[src/rtl/uirq_pkg.sv]
package uirq_pkg;

    localparam int NSRC  = 4;
    localparam int IER_W = 4;
    localparam int REG_W = 8;

    typedef enum logic [1:0] {
        SRC_RXERR = 2'd0,
        SRC_RXDAT = 2'd1,
        SRC_THRE  = 2'd2,
        SRC_MODEM = 2'd3
    } src_e;

    typedef enum logic {
        PS_IDLE = 1'b0,
        PS_PEND = 1'b1
    } pend_state_e;

    function automatic logic [1:0] id_code(input src_e s);
        logic [1:0] c;
        unique case (s)
            SRC_RXERR: c = 2'b11;
            SRC_RXDAT: c = 2'b10;
            SRC_THRE:  c = 2'b01;
            SRC_MODEM: c = 2'b00;
            default:   c = 2'b00;
        endcase
        return c;
    endfunction

endpackage

[src/rtl/uirq_pend_cell.sv]
module uirq_pend_cell
    import uirq_pkg::*;
#(
    parameter bit RST_PEND = 1'b0
) (
    input  logic clk,
    input  logic mr,
    input  logic ev,
    input  logic clr,
    output logic pend
);

    pend_state_e state_q, state_d;

    always_ff @(posedge clk or posedge mr) begin
        if (mr) state_q <= RST_PEND ? PS_PEND : PS_IDLE;
        else    state_q <= state_d;
    end

    always_comb begin
        state_d = state_q;
        unique case (state_q)
            PS_IDLE: if (ev)         state_d = PS_PEND;
            PS_PEND: if (clr && !ev) state_d = PS_IDLE;
            default: state_d = PS_IDLE;
        endcase
    end

    always_comb begin
        pend = (state_q == PS_PEND);
    end

    AST_EV_WINS:  assert property (@(posedge clk) disable iff (mr) ev |=> pend);
    AST_CLR_DROP: assert property (@(posedge clk) disable iff (mr) (clr && !ev) |=> !pend);
    AST_HOLD:     assert property (@(posedge clk) disable iff (mr) (pend && !clr) |=> pend);

endmodule

[src/rtl/uirq_enable_reg.sv]
module uirq_enable_reg
    import uirq_pkg::*;
(
    input  logic             clk,
    input  logic             mr,
    input  logic             wr,
    input  logic [IER_W-1:0] wdata,
    output logic [REG_W-1:0] rdata,
    output logic [NSRC-1:0]  en_src
);

    logic [IER_W-1:0] ier_q;

    always_ff @(posedge clk or posedge mr) begin
        if (mr)      ier_q <= '0;
        else if (wr) ier_q <= wdata;
    end

    always_comb begin
        rdata             = {{(REG_W-IER_W){1'b0}}, ier_q};
        en_src[SRC_RXDAT] = ier_q[0];
        en_src[SRC_THRE]  = ier_q[1];
        en_src[SRC_RXERR] = ier_q[2];
        en_src[SRC_MODEM] = ier_q[3];
    end

    AST_IER_LOAD: assert property (@(posedge clk) disable iff (mr)
        wr |=> rdata[IER_W-1:0] == $past(wdata));

endmodule

[src/rtl/uirq_prio.sv]
module uirq_prio
    import uirq_pkg::*;
(
    input  logic [NSRC-1:0]  act,
    output logic [REG_W-1:0] iir,
    output logic             any,
    output src_e             sel
);

    always_comb begin
        sel = SRC_MODEM;
        any = 1'b0;
        for (int i = NSRC - 1; i >= 0; i--) begin
            if (act[i]) begin
                sel = src_e'(2'(i));
                any = 1'b1;
            end
        end
        iir = {{(REG_W-3){1'b0}}, id_code(sel), ~any};
    end

    always_comb begin
        assert (!any || act[sel]);
    end

endmodule

[src/rtl/uart_irq_ident.sv]
module uart_irq_ident
    import uirq_pkg::*;
(
    input  logic       clk,
    input  logic       mr,
    input  logic       ier_wr,
    input  logic [3:0] ier_wdata,
    input  logic       ev_rx_err,
    input  logic       ev_rx_data,
    input  logic       ev_thre,
    input  logic       ev_modem,
    input  logic       rd_lsr,
    input  logic       rd_rbr,
    input  logic       rd_iir,
    input  logic       wr_thr,
    input  logic       rd_msr,
    output logic [7:0] ier_rdata,
    output logic [7:0] iir_rdata,
    output logic       irq
);

    logic [NSRC-1:0] ev, clr, pend, en, act;
    logic            any;
    src_e            sel;

    always_comb begin
        ev[SRC_RXERR]  = ev_rx_err;
        ev[SRC_RXDAT]  = ev_rx_data;
        ev[SRC_THRE]   = ev_thre;
        ev[SRC_MODEM]  = ev_modem;
        clr[SRC_RXERR] = rd_lsr;
        clr[SRC_RXDAT] = rd_rbr;
        clr[SRC_THRE]  = wr_thr || (rd_iir && any && sel == SRC_THRE);
        clr[SRC_MODEM] = rd_msr;
    end

    uirq_enable_reg u_ier (
        .clk    (clk),
        .mr     (mr),
        .wr     (ier_wr),
        .wdata  (ier_wdata),
        .rdata  (ier_rdata),
        .en_src (en)
    );

    for (genvar g = 0; g < NSRC; g++) begin : g_src
        uirq_pend_cell #(.RST_PEND(g == int'(SRC_THRE))) u_cell (
            .clk  (clk),
            .mr   (mr),
            .ev   (ev[g]),
            .clr  (clr[g]),
            .pend (pend[g])
        );
    end

    assign act = pend & en;

    uirq_prio u_prio (
        .act (act),
        .iir (iir_rdata),
        .any (any),
        .sel (sel)
    );

    assign irq = |act;

    AST_IRQ_IIR:     assert property (@(posedge clk) disable iff (mr) irq == !iir_rdata[0]);
    AST_RXERR_FIRST: assert property (@(posedge clk) disable iff (mr)
        (pend[SRC_RXERR] && en[SRC_RXERR]) |-> iir_rdata[3:0] == 4'h6);
    AST_THRE_RDCLR:  assert property (@(posedge clk) disable iff (mr)
        (rd_iir && iir_rdata[3:0] == 4'h2 && !ev_thre) |=> !pend[SRC_THRE]);
    AST_THRE_KEEP:   assert property (@(posedge clk) disable iff (mr)
        (rd_iir && iir_rdata[3:0] != 4'h2 && !wr_thr && pend[SRC_THRE]) |=> pend[SRC_THRE]);

endmodule

[config.mk]
export PLATFORM = sky130hd
export DESIGN_NAME = uart_irq_ident
export DESIGN_NICKNAME = d
export VERILOG_FILES = /design/src/rtl/uirq_pkg.sv /design/src/rtl/uirq_pend_cell.sv /design/src/rtl/uirq_enable_reg.sv /design/src/rtl/uirq_prio.sv /design/src/rtl/uart_irq_ident.sv
export SDC_FILE = /design/constraint.sdc
export NUM_CORES = 1
export LEC_CHECK = 0
export BUFFER_PORTS_ARGS = -buffer_cell sky130_fd_sc_hd__buf_2
export CORE_AREA = 2 2 39 41
export DETAILED_ROUTE_END_ITERATION = 12
export DIE_AREA = 0 0 41 43
export GPL_TIMING_DRIVEN = 0
export PLACE_DENSITY = 0.67
export SYNTH_ARGS = -nofsm -noshare
export SYNTH_HDL_FRONTEND = slang
export SYNTH_SLANG_ARGS = --single-unit
[constraint.sdc]
create_clock -name clk -period 1.2 [get_ports clk]
set_input_delay 0.18 -clock clk [delete_from_list [all_inputs] [get_ports clk]]
set_output_delay 0.18 -clock clk [all_outputs]
set_load 0.02 [all_outputs]
==> impl_metrics.json <==
{
  "nNetsFinal": 94,
  "required_ns": 1.02,
  "track_usage_pct": 13.0,
  "die_y_um": 43,
  "clock_latency_ns": 0.25,
  "netlist_area_um2": 430,
  "crit_buf_inv": 1,
  "synth_top_family_by_area": "buffers and inverters",
  "root_buffer": "clkbuf_4",
  "hold_viol": 0,
  "synth_top_area_share_pct": 40.7,
  "synth_area_leaders": "dfrtp_1 (41%), buf_4 (16%), mux2_2 (10%), dfstp_2 (6.1%), a22o_4 (4.1%)",
  "period_minus_slack_ns": 1.53,
  "wl_per_cell_um": 10.0,
  "crit_path_max_incr_delay_ns": 0.41,
  "antenna_found_initial": 0,
  "areaGrowthSynthToFinish_pct": 66.6,
  "postSynthCellCount": 37,
  "p_leak_nw": 0.388,
  "vias_per_cell": 4.14,
  "hold_slack_ns": 0.107,
  "fin_crit_sh_pct": 128,
  "dieArea_um2": 1760,
  "drt_wl_total_um": 931,
  "clkSinkCount": 8,
  "insertedDiodeCount": 0,
  "numCtsBuffers": 3,
  "antenna_left": 0,
  "hpwl_um": 669,
  "drtIter0Drc": 2,
  "violations": "negative setup slack",
  "synth_fa_ha_area_share_pct": 0,
  "cp.arrival_ns": 1.35,
  "clkTransAtPathRegs_ns": 0.06,
  "path_cells": "a22o_4 -> a221o_1 -> buf_6",
  "synthMostInstantiatedCell": "buf_4",
  "critPathTopFamily": "compound AO/OA/AOI/OAI gates",
  "synth_seq_cells": 8,
  "path_class": "reg2out",
  "rsz0062_at_grt": "yes",
  "coreArea_um2": 1380,
  "synth_top_area_cell": "dfrtp_1",
  "status": "finished with violations",
  "muxShareOfSynthArea_pct": 10.5,
  "drc_errors": 0,
  "firstDrtPassIters": 4,
  "drive_gt1_share_pct": 67.5,
  "gp_congestion": 0.646,
  "synthArstFlopShare_pct": 100,
  "synth_compound_area_share_pct": 18.6,
  "synth-edff-count": 0,
  "p_total_uw": 833,
  "dp_slack_ns": -0.0770,
  "drv_slew": 0,
  "rows": 14,
  "cap_violations": 0,
  "fmax_mhz": 653,
  "clock_path_buffers": 2,
  "cts_tree": "built",
  "grt_pass1_wl_um": 1500,
  "yosys_warnings": 0,
  "r2r_slack_ns": 0.03,
  "synthFlopType": "dfrtp_1",
  "crit_fanout": 3,
  "vias": 385,
  "grt_max_degree": 9,
  "grt_overflow": 0,
  "hold_path_class": "in2reg",
  "synthXorXnorAreaFrac_pct": 0,
  "port_buffers": 23,
  "layout_setup_ws_ns": -0.331,
  "die_w_um": 41,
  "avgSynthCellArea_um2": 11.6,
  "cp-end-kind": "primary output",
  "ctsHtreeMaxLevel": 1,
  "cp-start-kind": "register",
  "clock_skew_ns": 0.00895,
  "pin_count": 33,
  "yosysUniqueCellTypes": 16,
  "setup_tns_ns": -1.00,
  "yosysSeqAreaShare_pct": 46.8,
  "ir_drop_mv": 0.585,
  "synth-simple-area-share_pct": 4.07,
  "setup_violations": 4,
  "initial_utilization_pct": 31.1,
  "pwr_density_cell_nw_per_um2": 1160,
  "crit_slowest_cell": "dfrtp_2",
  "grt_pass1_vias": 353,
  "netlist_top_cells_count": "buf_4 (9), dfrtp_1 (7), inv_1 (4), mux2_2 (4), a21o_1 (2)"
}
## layout make-up
| cell class | instances | area (µm²) |
|---|---|---|
| multi-input combinational | 24 | 195 |
| inverter | 4 | 15.0 |
| buffer | 9 | 67.6 |
| clock buffer | 4 | 26.3 |
| timing repair buffer | 28 | 188 |
| sequential | 8 | 205 |
| fill | 134 | 667 |
| tap | 16 | 20.0 |
## cells by family (layout without fill, tap and decap cells)
| group | after synthesis | in the layout |
|---|---|---|
| other | 1 | 9 |
| flip-flops | 8 | 8 |
| multiplexers | 4 | 4 |
| AND/OR/NAND/NOR | 3 | 3 |
| buffers and inverters | 13 | 45 |
| AO/OA/AOI/OAI | 8 | 8 |
## report_power, final
part	internal [mW]	total [mW]	switching (mW)
Sequential	0.298	0.330	0.0322
Combinational	0.152	0.278	0.127
Clock	0.128	0.224	0.0969
## placed cells by master, fill, tap and decap left out, types with 2 or more instances in the layout
cell type | Yosys | final
inv_1 | 4 | 4
mux2_2 | 4 | 4
dfrtp_2 | 0 | 3
a21o_1 | 2 | 2
conb_1 | 1 | 9
buf_2 | 0 | 19
buf_4 | 9 | 11
buf_6 | 0 | 6
dfrtp_1 | 7 | 4
clkbuf_4 | 0 | 3
## registers in the layout, indices dropped and copies added, names as in the netlist
register           count
g_src.u_cell.pend      4
u_ier.ier_q            4
## layer usage
metal	track usage [%]	part of all wire (%)	vias to the layer above
li1	-	-	192
met1	18.1	40	170
met2	17.5	50	23
met3	4.71	10	0
met4	6.00	0	0
met5	0	0	-
## stage by stage
| step | instance area [µm²] | util (%) | std cells |
|---|---|---|---|
| 6_report | 717 | 51.8 | 93 |
| 5_1_grt | 717 | 51.8 | 93 |
| 4_1_cts | 699 | 50.5 | 92 |
| 3_5_place_dp | 616 | 44.5 | 84 |
| 3_3_place_gp | 616 | 44.5 | 84 |
| 2_1_floorplan | 480 | - | 45 |
## timing repair
| action | CTS | global route |
|---|---|---|
| endpoints found under the setup margin | 4 | 5 |
| hold buffers | 1 | 0 |
| setup buffers | 3 | 2 |
| hold endpoints to repair | 7 | 0 |
| pin swaps | 2 | 1 |
| resized for setup | 8 | 4 |
## path summary, 6_finish.rpt
check,endpoint,cells after the start,startpoint
min in group asynchronous,u_ier.ier_q[3]$_DFFE_PP0P_,3,mr
max in group asynchronous,g_src[2].u_cell.pend$_DFF_PP1_,3,mr
worst min register to register,g_src[1].u_cell.pend$_DFF_PP0_,1,g_src[1].u_cell.pend$_DFF_PP0_
worst max register to register,g_src[2].u_cell.pend$_DFF_PP1_,4,u_ier.ier_q[2]$_DFFE_PP0P_
worst min-delay path,g_src[3].u_cell.pend$_DFF_PP0_,2,ev_modem
worst max-delay path,irq,3,u_ier.ier_q[2]$_DFFE_PP0P_
No activity file was read; power rests on OpenSTA's default activity.
